## src/rtl/cdt_pkg.sv

```systemverilog
package cdt_pkg;
  localparam int TMR_W = 32;
  localparam int CTRL_W = 26;
  localparam int PSC_W = 12;
  localparam int SRC_W = 2;

  localparam int BIT_EN = 0;
  localparam int BIT_ENMOD = 1;
  localparam int BIT_OCIEN = 2;
  localparam int BIT_RLD = 3;
  localparam int PSC_LSB = 4;
  localparam int BIT_SWR = 16;
  localparam int BIT_IOVW = 17;
  localparam int SRC_LSB = 24;

  localparam logic [CTRL_W-1:0] KEEP_MASK = 26'h03C_0003;

  localparam logic [3:0] OFS_CTRL = 4'd0;
  localparam logic [3:0] OFS_STAT = 4'd1;
  localparam logic [3:0] OFS_LOAD = 4'd2;
  localparam logic [3:0] OFS_CMP = 4'd3;
  localparam logic [3:0] OFS_CNT = 4'd4;

  typedef struct packed {
    logic forceCount;
    logic [TMR_W-1:0] forceValue;
    logic clearPsc;
  } cdtStrobe_t;
endpackage

```

## src/rtl/cdt_datapath.sv

```systemverilog
module cdt_datapath
  import cdt_pkg::*;
#(
  parameter int NUM_SRC = 3
) (
  input  logic clk,
  input  logic rst_n,
  input  cdtStrobe_t strobes,
  input  logic run,
  input  logic matchEn,
  input  logic reloadOn,
  input  logic [SRC_W-1:0] clkSel,
  input  logic [PSC_W-1:0] prescale,
  input  logic [TMR_W-1:0] loadVal,
  input  logic [TMR_W-1:0] cmpVal,
  input  logic [NUM_SRC-1:0] tickIn,
  output logic [TMR_W-1:0] cntVal,
  output logic matchEvt
);
  localparam int SEL_N = NUM_SRC + 1;

  logic [SEL_N-1:0] srcVec;
  logic selTick;
  logic divTick;
  logic [PSC_W-1:0] pscCnt;

  assign srcVec = {tickIn, 1'b0};
  assign selTick = srcVec[clkSel];
  assign divTick = run && selTick && (pscCnt == prescale);
  assign matchEvt = divTick && matchEn && (cntVal == cmpVal);

  always_ff @(posedge clk or negedge rst_n) begin
    if (!rst_n) begin
      pscCnt <= '0;
    end else if (strobes.clearPsc || !run) begin
      pscCnt <= '0;
    end else if (selTick) begin
      pscCnt <= (pscCnt == prescale) ? '0 : pscCnt + 1'b1;
    end
  end

  always_ff @(posedge clk or negedge rst_n) begin
    if (!rst_n) begin
      cntVal <= '0;
    end else if (strobes.forceCount) begin
      cntVal <= strobes.forceValue;
    end else if (divTick) begin
      if (cntVal == '0) cntVal <= reloadOn ? loadVal : '1;
      else cntVal <= cntVal - 1'b1;
    end
  end

  assert_frozen_R9: assert property (@(posedge clk) disable iff (!rst_n)
    (!run && !strobes.forceCount) |=> $stable(cntVal));
  assert_zero_step_R7: assert property (@(posedge clk) disable iff (!rst_n)
    (divTick && cntVal == '0 && !strobes.forceCount) |=>
      cntVal == ($past(reloadOn) ? $past(loadVal) : {TMR_W{1'b1}}));
  assert_decrement_R6: assert property (@(posedge clk) disable iff (!rst_n)
    (divTick && cntVal != '0 && !strobes.forceCount) |=> cntVal == $past(cntVal) - 1'b1);
  assert_force_R10: assert property (@(posedge clk) disable iff (!rst_n)
    strobes.forceCount |=> cntVal == $past(strobes.forceValue));
endmodule

```

## src/rtl/cdt_ctrl.sv

```systemverilog
module cdt_ctrl
  import cdt_pkg::*;
#(
  parameter int ADDR_W = 4
) (
  input  logic clk,
  input  logic rst_n,
  input  logic wrEn,
  input  logic [ADDR_W-1:0] regAddr,
  input  logic [TMR_W-1:0] wrData,
  input  logic [TMR_W-1:0] cntVal,
  input  logic matchEvt,
  output logic [TMR_W-1:0] rdData,
  output logic irq,
  output cdtStrobe_t strobes,
  output logic run,
  output logic matchEn,
  output logic reloadOn,
  output logic [SRC_W-1:0] clkSel,
  output logic [PSC_W-1:0] prescale,
  output logic [TMR_W-1:0] loadVal,
  output logic [TMR_W-1:0] cmpVal
);
  logic [CTRL_W-1:0] ctrlReg;
  logic flag;
  logic wrCtrl, wrStat, wrLoad, wrCmp, wrSwr, enRise;

  assign wrCtrl = wrEn && (regAddr == ADDR_W'(OFS_CTRL));
  assign wrStat = wrEn && (regAddr == ADDR_W'(OFS_STAT));
  assign wrLoad = wrEn && (regAddr == ADDR_W'(OFS_LOAD));
  assign wrCmp  = wrEn && (regAddr == ADDR_W'(OFS_CMP));
  assign wrSwr  = wrCtrl && wrData[BIT_SWR];
  assign enRise = wrCtrl && !wrSwr && wrData[BIT_EN] && !ctrlReg[BIT_EN] && wrData[BIT_ENMOD];

  assign run = ctrlReg[BIT_EN];
  assign matchEn = ctrlReg[BIT_OCIEN];
  assign reloadOn = ctrlReg[BIT_RLD];
  assign clkSel = ctrlReg[SRC_LSB +: SRC_W];
  assign prescale = ctrlReg[PSC_LSB +: PSC_W];
  assign irq = flag && ctrlReg[BIT_OCIEN] && ctrlReg[BIT_EN];

  always_comb begin
    strobes.clearPsc = wrSwr;
    strobes.forceCount = wrSwr || enRise || (wrLoad && ctrlReg[BIT_IOVW]);
    if (wrSwr) strobes.forceValue = wrData[BIT_EN] ? '1 : '0;
    else if (enRise) strobes.forceValue = wrData[BIT_RLD] ? loadVal : '1;
    else strobes.forceValue = wrData;
  end

  always_ff @(posedge clk or negedge rst_n) begin
    if (!rst_n) begin
      ctrlReg <= '0;
    end else if (wrCtrl) begin
      ctrlReg <= wrSwr ? (wrData[CTRL_W-1:0] & KEEP_MASK) : wrData[CTRL_W-1:0];
    end
  end

  always_ff @(posedge clk or negedge rst_n) begin
    if (!rst_n) begin
      flag <= 1'b0;
      loadVal <= '1;
      cmpVal <= '0;
    end else if (wrSwr) begin
      flag <= 1'b0;
      loadVal <= '1;
      cmpVal <= '0;
    end else begin
      if (wrStat && wrData[0]) flag <= 1'b0;
      else if (matchEvt) flag <= 1'b1;
      if (wrLoad) loadVal <= wrData;
      if (wrCmp) cmpVal <= wrData;
    end
  end

  always_comb begin
    case (regAddr)
      ADDR_W'(OFS_CTRL): rdData = {{(TMR_W-CTRL_W){1'b0}}, ctrlReg};
      ADDR_W'(OFS_STAT): rdData = {{(TMR_W-1){1'b0}}, flag};
      ADDR_W'(OFS_LOAD): rdData = loadVal;
      ADDR_W'(OFS_CMP):  rdData = cmpVal;
      ADDR_W'(OFS_CNT):  rdData = cntVal;
      default:           rdData = '0;
    endcase
  end

  assert_flag_clear_R12: assert property (@(posedge clk) disable iff (!rst_n)
    (wrStat && wrData[0]) |=> !flag);
  assert_flag_sticky_R11: assert property (@(posedge clk) disable iff (!rst_n)
    (flag && !wrStat && !wrCtrl) |=> flag);
  assert_soft_reset_R4: assert property (@(posedge clk) disable iff (!rst_n)
    wrSwr |=> (loadVal == {TMR_W{1'b1}} && cmpVal == '0 && !flag && !ctrlReg[BIT_SWR]));
  assert_cmp_write_R1: assert property (@(posedge clk) disable iff (!rst_n)
    (wrCmp && !wrSwr) |=> cmpVal == $past(wrData));
endmodule

```

## src/rtl/cmp_down_timer.sv

```systemverilog
module cmp_down_timer
  import cdt_pkg::*;
#(
  parameter int ADDR_W = 4,
  parameter int NUM_SRC = 3
) (
  input  logic clk,
  input  logic rst_n,
  input  logic wrEn,
  input  logic [ADDR_W-1:0] regAddr,
  input  logic [TMR_W-1:0] wrData,
  input  logic [NUM_SRC-1:0] tickIn,
  output logic [TMR_W-1:0] rdData,
  output logic irq
);
  cdtStrobe_t strobes;
  logic run, matchEn, reloadOn, matchEvt;
  logic [SRC_W-1:0] clkSel;
  logic [PSC_W-1:0] prescale;
  logic [TMR_W-1:0] loadVal, cmpVal, cntVal;

  cdt_ctrl #(.ADDR_W(ADDR_W)) u_ctrl (
    .clk(clk), .rst_n(rst_n), .wrEn(wrEn), .regAddr(regAddr), .wrData(wrData),
    .cntVal(cntVal), .matchEvt(matchEvt), .rdData(rdData), .irq(irq),
    .strobes(strobes), .run(run), .matchEn(matchEn), .reloadOn(reloadOn),
    .clkSel(clkSel), .prescale(prescale), .loadVal(loadVal), .cmpVal(cmpVal)
  );

  cdt_datapath #(.NUM_SRC(NUM_SRC)) u_dp (
    .clk(clk), .rst_n(rst_n), .strobes(strobes), .run(run), .matchEn(matchEn),
    .reloadOn(reloadOn), .clkSel(clkSel), .prescale(prescale), .loadVal(loadVal),
    .cmpVal(cmpVal), .tickIn(tickIn), .cntVal(cntVal), .matchEvt(matchEvt)
  );
endmodule

```

## config.mk

```make
export PLATFORM = sky130hd
export DESIGN_NAME = cmp_down_timer
export DESIGN_NICKNAME = d
export VERILOG_FILES = /design/src/rtl/cdt_pkg.sv /design/src/rtl/cdt_datapath.sv /design/src/rtl/cdt_ctrl.sv /design/src/rtl/cmp_down_timer.sv
export SDC_FILE = /design/constraint.sdc
export NUM_CORES = 1
export LEC_CHECK = 0
export BUFFER_PORTS_ARGS = -buffer_cell sky130_fd_sc_hd__buf_2
export CAP_MARGIN = 0
export CELL_PAD_IN_SITES_DETAIL_PLACEMENT = 0
export CELL_PAD_IN_SITES_GLOBAL_PLACEMENT = 2
export CORE_ASPECT_RATIO = 1.4
export CORE_MARGIN = 2
export CORE_UTILIZATION = 40
export CTS_BUF_LIST = sky130_fd_sc_hd__clkbuf_4 sky130_fd_sc_hd__clkbuf_8 sky130_fd_sc_hd__clkbuf_16
export DETAILED_ROUTE_END_ITERATION = 7
export MAX_ROUTING_LAYER = met4
export PLACE_DENSITY_LB_ADDON = 0.1
export SYNTH_ARGS = -nofsm -noshare
export SYNTH_HDL_FRONTEND = slang
export SYNTH_SLANG_ARGS = --single-unit
```

## constraint.sdc

```tcl
create_clock -name clk -period 4.6 [get_ports clk]
set_input_delay 0.23 -clock clk [delete_from_list [all_inputs] [get_ports clk]]
set_output_delay 0.23 -clock clk [all_outputs]
set_load 0.05 [all_outputs]
```

==> metrics.csv, run 1 <==
metric,value,unit
clk buf depth,2,
CTS tree,done,
IO buf count,74,
maximum vdd drop,0.000286,V
placed wire-length estimate,24000,µm
remaining global-route overflow,0,
critical path required time,4.96,ns
RSZ-0062 raised after global routing,no,
syn nets,1052,
setup ws final,1.23,ns
final hold vios,0,
Final setup viols,0,
Hold Slack,0.0301,ns
normalized max-slew margin,11.7,%
Yosys cell types,74,
critical-path maximum fanout,15,
Root Buffer Master,clkbuf_16,
setup bufs post-CTS,0,
layout cells sized above 1,19.1,%
initial antenna violation count,0,
worst slew pin tran,1.32,ns
Max Cap Viol,0,
Post-synth top flop,dfrtp_1,
clock-pin slew on the worst setup and hold paths,0.06,ns
Layout area overhead,12.1,%
setup TNS,0,ns
placed inst area,9100,µm²
Detailed Route Iter0 Violations,702,
# DRC,0,
Power Total,4.47,mW
global-route wire length before repair,51500,µm
synthesized area,8620,µm²
Pins Over Slew Limit,0,
Tightest Hold Check Type,input port to register,
setup slack after placement,1.31,ns
total core area,21200,µm²
largest net degree at the start of global routing,67,
Fmax,297,MHz
# rows,63,
clk sink count,135,
Final Critical Period,3.37,ns
Post-CTS Resized,0,
vias per cell,6.23,
Clock Skew,0.00786,ns
Power Density,462,nW/µm²
Die Area,22800,µm²
status,finished clean,
synth warn,0,
CTS H-Tree Depth,4,
io pins,75,
Placer Congestion,0.879,
Final Cycle Share,73.2,%
worst skew pair latency,0.44,ns
number of diodes,0,
synthesized instance count,1007,
mean post-synth cell area,8.56,µm²
crit path kind,register to register,
Synth Register Bits,135,
vias in the first global route,7971,
total track usage,31.7,%
Post-Route WL,33900,µm
fin area,9670,µm²
width of the chip,128,µm
Layout Nets,1072,
Starting Density,40.7,%
Leak,4.08,nW
Die Ht,178,µm
Via Count,8096,
"Seq/Total Area, Yosys",39.7,%
Routed Antenna Nets,0,
Critical Path Sink Type,register,
clock buffer count from CTS,17,
"EDFF count, synth",0,
Wirelength per Cell,26.1,µm
crit start category,register,
ys async rst share,100,%
Worst EP arrival,3.73,ns
drt pass-1 iters,5,
==> metal layers <==
layer | vias up | part of all wire (%) | track usage (%)
met5 | - | 0 | -
li1 | 3714 | - | -
met1 | 4025 | 41 | 37.5
met2 | 274 | 51 | 53.4
met4 | 0 | 4.7 | 14.9
met3 | 83 | 3.7 | 4.04
==> where the power goes <==
group	internal, mW	total [mW]	switching [mW]
clock	0.751	1.34	0.588
sequential	1.51	2.03	0.529
combinational	0.457	1.09	0.633
total	2.71	4.47	1.75
==> kinds of logic after synthesis <==
group	after synthesis	share of synthesized area, %
simple gates	383	22.3
compound gates	305	24.7
flops	135	39.7
buf+inv	107	5.07
xor+xnor	61	6.20
mux	13	1.61
fa+ha+maj	3	0.436
==> cell usage in the layout, fill, tap and decap left out, types with 4 or more instances in the layout <==
cell type,synthesis,final
xor2_1,28,28
buf_4,1,17
o211ai_1,17,17
nand3b_1,17,17
a22o_1,28,28
and3_1,16,16
nor2b_1,6,6
and2_1,7,6
o221ai_1,8,8
o31ai_1,11,11
mux2_2,7,7
o21ai_0,88,88
inv_1,16,16
nand3_1,20,18
nand4_1,16,16
nand3_2,2,4
nor3_1,14,14
o21ai_1,4,4
a21oi_1,59,59
a32oi_1,4,4
clkbuf_16,0,17
a22oi_1,13,13
a221o_1,26,26
mux2i_1,6,6
buf_2,13,73
dfstp_2,32,32
o2111ai_1,4,4
nand2b_1,6,6
dfrtp_1,103,103
nor4_1,10,10
a222oi_1,6,6
nor4_4,4,4
xnor2_1,33,33
clkinv_2,0,4
a31oi_1,4,4
nor2_1,83,83
nand2_1,155,155
==> worst paths after layout <==
check / from / end / slack, ns / cells past startpoint
min in group asynchronous: rst_n / u_dp.pscCnt[5] / 0.38 / 2
max reg2reg: u_ctrl.ctrlReg[0] / u_dp.cntVal[30] / 1.23 / 6
min reg2reg: u_ctrl.ctrlReg[23] / u_ctrl.ctrlReg[23] / 0.48 / 2
max in group asynchronous: rst_n / u_dp.cntVal[7] / 3.13 / 3
min: wrData[29] / u_ctrl.cmpVal[29] / 0.03 / 3
max: u_ctrl.ctrlReg[0] / u_dp.cntVal[30] / 1.23 / 6
==> synthesized netlist by cell type (all sizes together), types with 20 or more instances <==
cell type	count	area [µm²]
clkbuf	71	267
nor2	83	312
o21ai	92	460
nand3	22	120
dfrtp	103	2580
nand2	157	594
a221o	26	260
buf	20	110
a21oi	59	295
o211ai	20	165
dfstp	32	841
xnor2	33	289
xor2	28	245
a22o	28	245
==> stage by stage <==
step / std cells / utilization (%)
after floorplan: 1007 / -
after global placement: 1267 / 42.9
after detailed placement: 1267 / 42.9
after CTS: 1300 / 45.6
after global routing: 1300 / 45.6
final: 1300 / 45.6
==> cell type report <==
cell class	count	area [µm²]
Multi-Input combinational cell	765	4790
Clock buffer	18	433
Tap cell	260	325
Clock inverter	14	125
Sequential cell	135	3420
Inverter	16	60.1
Timing Repair Buffer	92	514
Fill cell	2112	11500
==> state kept, by name (all words and copies together) (netlist names) <==
register / flops
u_dp.cntVal: 32
u_ctrl.flag: 1
u_ctrl.ctrlReg: 26
u_ctrl.cmpVal: 32
u_dp.pscCnt: 12
u_ctrl.loadVal: 32
==> repair_timing <==
item                                   in CTS  in global routing
endpoints found under the hold margin      54                  0
hold buffers                                1                  0
setup endpoints to repair                   0                  0
==> worst max-delay path, cell delays in order (launching register included) <==
cell,delay (ns)
dfrtp_1,0.67
and3b_1,0.27
o211ai_1,0.79
nand2_1,0.17
a21oi_1,1.04
a22oi_1,0.23
o21ai_0,0.13
No activity file was read; power rests on OpenSTA's default activity.
==> run 2, diff against run 1 <==
- ABC_AREA: unset -> 1
- CORE_UTILIZATION: 40 -> 34
- clock period: 4.6 -> 3.4 ns (I/O delays scaled with it)
==> run 2 against run 1 <==
Against the previous run: routed wire length up 19%; clock skew up 0.0012 ns; combinational power rose to 2.7 times the previous value; sequential share of layout area down 3.4 points; non-clock buffer count up 31; highest routed layer unchanged; synthesized cell count up 37%; first-iteration DRC count down 12%; maximum frequency up 37%; flip-flop and latch count unchanged; largest cell class unchanged.
==> metrics.csv, run 2 <==
metric,value,unit
status,finished clean,
placed cells,1753,
width of the chip,143,µm
Tightest Hold Check Type,input port to register,
worst path buffer plus inverter count,1,
final core occ,40.2,%
clock-pin slew on the worst setup and hold paths,0.06,ns
vias per cell,5.33,
worst reg2reg path depth,10,
Clock Skew,0.00907,ns
crit start category,register,
Clk pwr share,27.8,%
Register Area,3420,µm²
Reg-to-Reg End,u_dp.cntVal[22],
clock buffer count from CTS,17,
Final Critical Period,2.45,ns
Starting Density,34.3,%
maximum vdd drop,0.000354,V
reg-to-reg critical path startpoint,u_dp.cntVal[22],
hold depth,3,
mean post-synth cell area,6.63,µm²
initial antenna violation count,0,
Wirelength per Cell,22.4,µm
vias in the first global route,9531,
Post-Route WL,40300,µm
# DRC,0,
multi-input combinational cell area,4720,µm²
switch share,43.2,%
io pins,75,
clk sink count,135,
Detailed Route Iter0 Violations,618,
Layout area overhead,17.2,%
# fillers,2926,
synth warn,0,
total track usage,29.9,%
R2R Setup Slk,0.95,ns
placed inst area,9940,µm²
Flop pwr share,33.2,%
placed wire-length estimate,29800,µm
Final setup viols,0,
"count leader, synth",nand2_1,
CTS H-Tree Depth,4,
"CP delay by family, top",simple AND/OR/NAND/NOR gates,
crit path max-delay cell type,nor2_4,
synthesized instance count,1379,
post-synth top area cell,dfrtp_1,
most frequent cells in the layout,"nand2_1 (451), inv_1 (182), nand3_1 (124), nor2_1 (114), dfrtp_1 (103)",
Post-synth top flop,dfrtp_1,
Max stage delay on crit path,0.43,ns
"commonest non-fill, non-tap cell in the layout",nand2_1,
normalized max-slew margin,39.5,%
Power Density,694,nW/µm²
largest registers,"u_ctrl.cmpVal x32, u_ctrl.loadVal x32, u_dp.cntVal x32",
worst slew pin tran,0.907,ns
Pins Over Slew Limit,0,
global-route wire length before repair,59800,µm
fin area,10700,µm²
# rows,71,
Layout Nets,1502,
largest net degree at the start of global routing,82,
Synth Register Bits,135,
clk buf depth,2,
ys async rst share,100,%
number of diodes,0,
Synth top cells by count,"nand2_1 (452), inv_1 (182), nand3_1 (124)",
Fmax,408,MHz
Leak,5.67,nW
drt pass-1 iters,5,
Critical Path Sink Type,register,
IO buf count,74,
layout cells sized above 1,14.2,%
Worst EP arrival,2.77,ns
CTS tree,done,
Yosys cell types,39,
Hold EP,u_ctrl.loadVal[15],
HP Start,wrData[15],
Comb power frac,39.1,%
net switching power,3.21,mW
Pint,4.22,mW
"Seq/Total Area, Yosys",37.4,%
Routed Antenna Nets,0,
Non-Filler Instances,1798,
worst skew pair latency,0.44,ns
"EDFF count, synth",0,
crit path kind,register to register,
Die Ht,198,µm
final hold vios,0,
area share of the largest cell type after synthesis,28.2,%
syn nets,1424,
Root Buffer Master,clkbuf_16,
CP cell instances,nor2_1 -> nand2_1 -> nor2_1 -> nand2_1 -> nor2_4 -> inv_1 -> nand3_1 -> nand2_1 -> nand2_1 -> nand3_1,
remaining global-route overflow,0,
Placer Congestion,0.913,
"top cells by area, synth","dfrtp_1 (28%), nand2_1 (19%), dfstp_2 (9.2%), inv_1 (7.5%), nand3_1 (6.8%)",
critical-path maximum fanout,19,
critical path's most frequent cell,nand2_1,
Via Count,9584,
critical path required time,3.72,ns
Max Cap Viol,0,
Final Cycle Share,72.1,%
Die Area,28200,µm²
RSZ-0062 raised after global routing,no,
setup TNS,0,ns
Power Total,7.43,mW
total core area,26700,µm²
synthesized area,9140,µm²
==> run 2: power by group through the flow <==
| stage | Sequential (mW) | Clock, mW | Combinational [mW] |
|---|---|---|---|
| after floorplan | 2.30 | 0 | 1.94 |
| after global placement | 2.49 | 0 | 2.90 |
| after detailed placement | 2.49 | 0 | 2.88 |
| after CTS | 2.46 | 2.10 | 2.91 |
| after global routing | 2.52 | 2.15 | 3.23 |
| final | 2.46 | 2.06 | 2.90 |
==> run 2: final cells by class <==
| cell class | instances | area share (%) |
|---|---|---|
| multi-input cells | 987 | 44.1 |
| flip-flops and latches | 135 | 31.9 |
| repair buffers | 123 | 7.49 |
| inverters | 193 | 6.76 |
| clock buffers | 23 | 4.51 |
| well taps | 328 | 3.83 |
| clock inverters | 9 | 1.41 |
==> run 2: worst max path at each step <==
stage,startpoint,to,slack [ns],depth (start not counted)
global route,u_dp.cntVal[0],u_dp.cntVal[26],0.88,11
finish,u_dp.cntVal[22],u_dp.cntVal[22],0.95,10
detailed placement,regAddr[3],u_dp.cntVal[30],0.89,12
floorplan,regAddr[3],rdData[16],1.36,4
CTS,u_dp.cntVal[23],u_dp.cntVal[22],0.98,10
global placement,regAddr[3],u_dp.cntVal[30],0.96,12
==> run 2: kinds of logic after synthesis <==
kind of cell | after synthesis | share of synthesized area, %
buffers and inverters | 257 | 11.0
xor gates and xnor gates | 33 | 3.16
AOI/OAI and AO/OA | 218 | 14.1
adders and majority gates | 3 | 0.411
and+or+nand+nor | 732 | 33.7
DFF | 135 | 37.4
muxes | 1 | 0.110
==> run 2: per-layer routing <==
metal  global-route usage [%]  wire, µm
met5                        -         0
met4                     15.7      2240
met3                     3.56      1590
met2                     53.0     21200
met1                     32.6     15200
==> run 2: worst min-delay path: cells and delay by family <==
family	cells	cell delay, ns
AOI/OAI and AO/OA	1	0.08
buffers and inverters	2	0.19
==> run 2: per-stage QoR <==
step,setup WS (ns),hold WS [ns]
5_1_grt,0.876,0.0177
6_report,0.949,0.0187
3_3_place_gp,0.963,0.295
2_1_floorplan,1.36,-0.126
4_1_cts,0.983,0.00338
3_5_place_dp,0.888,0.300
==> run 2: repair_timing <==
item	in CTS	in global routing
buffers inserted	0	0
gates resized for setup	0	0
endpoints found under the hold margin	72	0
hold buffers	13	0
==> run 3, diff against run 2 <==
- CORE_UTILIZATION: 34 -> 31
- clock period: 3.4 -> 2.2 ns (I/O delays scaled with it)
==> run 3 against run 2 <==
Against the previous run: total power grew 61%; design area grew 7.1%; core utilization shrank 0.74 points; critical endpoint is now u_dp.cntVal[31]; die area grew 9.4%; maximum frequency grew 18%; combinational power grew 79%; sequential share of layout area shrank 2.1 points; first-iteration DRC count shrank 13%; critical path depth is the same.
==> metrics.csv, run 3 (synthesized netlist as in run 2, its figures left out) <==
metric,value,unit
Hold Slack,0.0141,ns
normalized max-slew margin,36.3,%
number of diodes,0,
WL met3,1340,µm
total core area,29100,µm²
"commonest non-fill, non-tap cell in the layout",nand2_1,
Reg-to-Reg End,u_dp.cntVal[31],
HP Start,wrData[29],
# fillers,3221,
Fmax,482,MHz
placed wire-length estimate,31100,µm
Clock Skew,0.0155,ns
reg-to-reg critical path startpoint,u_dp.cntVal[2],
Routed Antenna Nets,0,
layout cells sized above 1,18.0,%
io pins,75,
met1 WL,16500,µm
multi-input combinational cell area,4730,µm²
remaining global-route overflow,0,
Register Area,3420,µm²
worst slew pin tran,0.954,ns
Leak,6.07,nW
crit start category,register,
vias per cell,5.09,
Final setup viols,0,
vias in the first global route,10100,
largest net degree at the start of global routing,49,
setup TNS,0,ns
Setup crit start,u_dp.cntVal[2],
clk sink count,135,
maximum vdd drop,0.000531,V
Pins Over Slew Limit,0,
Root Buffer Master,clkbuf_16,
Final Cycle Share,94.3,%
Via Count,9847,
Max Cap Viol,0,
hold depth,3,
worst skew pair latency,0.44,ns
status,finished clean,
Critical Path Sink Type,register,
RSZ-0062 raised after global routing,no,
Die Ht,207,µm
worst reg2reg path depth,10,
crit path kind,register to register,
CTS H-Tree Depth,4,
drt pass-1 iters,5,
IO buf count,74,
Final Critical Period,2.07,ns
Hold EP,u_ctrl.loadVal[29],
Layout area overhead,25.5,%
critical-path maximum fanout,6,
total track usage,28.5,%
Wirelength per Cell,22.0,µm
final hold vios,0,
Power Density,1040,nW/µm²
setup bufs post-CTS,0,
initial antenna violation count,0,
top sig layer,met4,
critical path required time,2.53,ns
most frequent cells in the layout,"nand2_1 (451), inv_1 (182), nand3_1 (124), nor2_1 (113), dfrtp_1 (103)",
clock-pin slew on the worst setup and hold paths,0.07,ns
R2R Setup Slk,0.13,ns
Detailed Route Iter0 Violations,539,
clock buffer count from CTS,17,
Starting Density,31.4,%
# DRC,0,
global-route wire length before repair,63100,µm
width of the chip,149,µm
CTS tree,done,
clk buf depth,2,
met2 wire length,22600,µm
Die Area,30900,µm²
largest registers,"u_ctrl.cmpVal x32, u_ctrl.loadVal x32, u_dp.cntVal x32",
Post-Route WL,42500,µm
Placer Congestion,0.988,
Tightest Hold Check Type,input port to register,
# rows,74,
Worst EP arrival,2.40,ns
Layout Nets,1585,
==> run 3: layout make-up <==
class,instances,share of cell area [%]
flip-flops and latches,135,29.8
clock buffers,21,4.13
multi-input cells,988,41.2
well taps,380,4.15
inverters,193,6.32
clock inverters,11,1.27
repair buffers,205,13.1
==> run 3: repair_timing <==
action,in CTS,in global routing
gates resized for setup,0,1
hold buffers,27,0
endpoints found under the setup margin,0,2
hold endpoints to repair,97,0
==> run 3: routing by layer <==
metal  up-vias  global-route usage [%]
li1       4743                       -
met1      4742                    31.3
met2       271                    51.2
met3        91                    3.02
met4         0                    12.7
met5         -                       -
==> run 3: worst max-delay path by stage <==
stage | end | slack [ns] | depth (start not counted)
2_1_floorplan | rdData[16] | 0.28 | 4
3_3_place_gp | u_dp.cntVal[31] | 0.18 | 10
3_5_place_dp | u_dp.cntVal[31] | 0.18 | 10
4_1_cts | u_dp.cntVal[0] | 0.15 | 10
5_1_grt | u_dp.cntVal[31] | 0.03 | 10
6_report | u_dp.cntVal[31] | 0.13 | 10
==> run 3: stage by stage <==
stage | setup WS [ns] | cells | total power, mW | cell area [µm²] | utilization (%)
finish | 0.125 | 1933 | 12.0 | 11500 | 39.4
global placement | 0.182 | 1873 | 8.82 | 10600 | 36.4
floorplan | 0.279 | 1379 | 6.54 | 9140 | -
detailed placement | 0.178 | 1873 | 8.82 | 10600 | 36.4
global route | 0.0264 | 1933 | 12.7 | 11500 | 39.4
CTS | 0.151 | 1932 | 12.0 | 11500 | 39.4
==> run 3: critical path: stages, from the launching register on <==
cell and delay (ns):
dfrtp_1 0.50, inv_1 0.09, nand3_1 0.19, nor2_2 0.28, nand2_1 0.18, nor2_1 0.34
nand3_1 0.12, nand3_1 0.10, nand2_1 0.06, nand2_1 0.05, nand2_1 0.05
==> run 3: report_power, final <==
group | switching [mW] | internal [mW] | total (mW)
Combinational | 3.32 | 1.86 | 5.18
Clock | 1.24 | 1.89 | 3.13
Sequential | 0.503 | 3.15 | 3.66
Total | 5.06 | 6.90 | 12.0
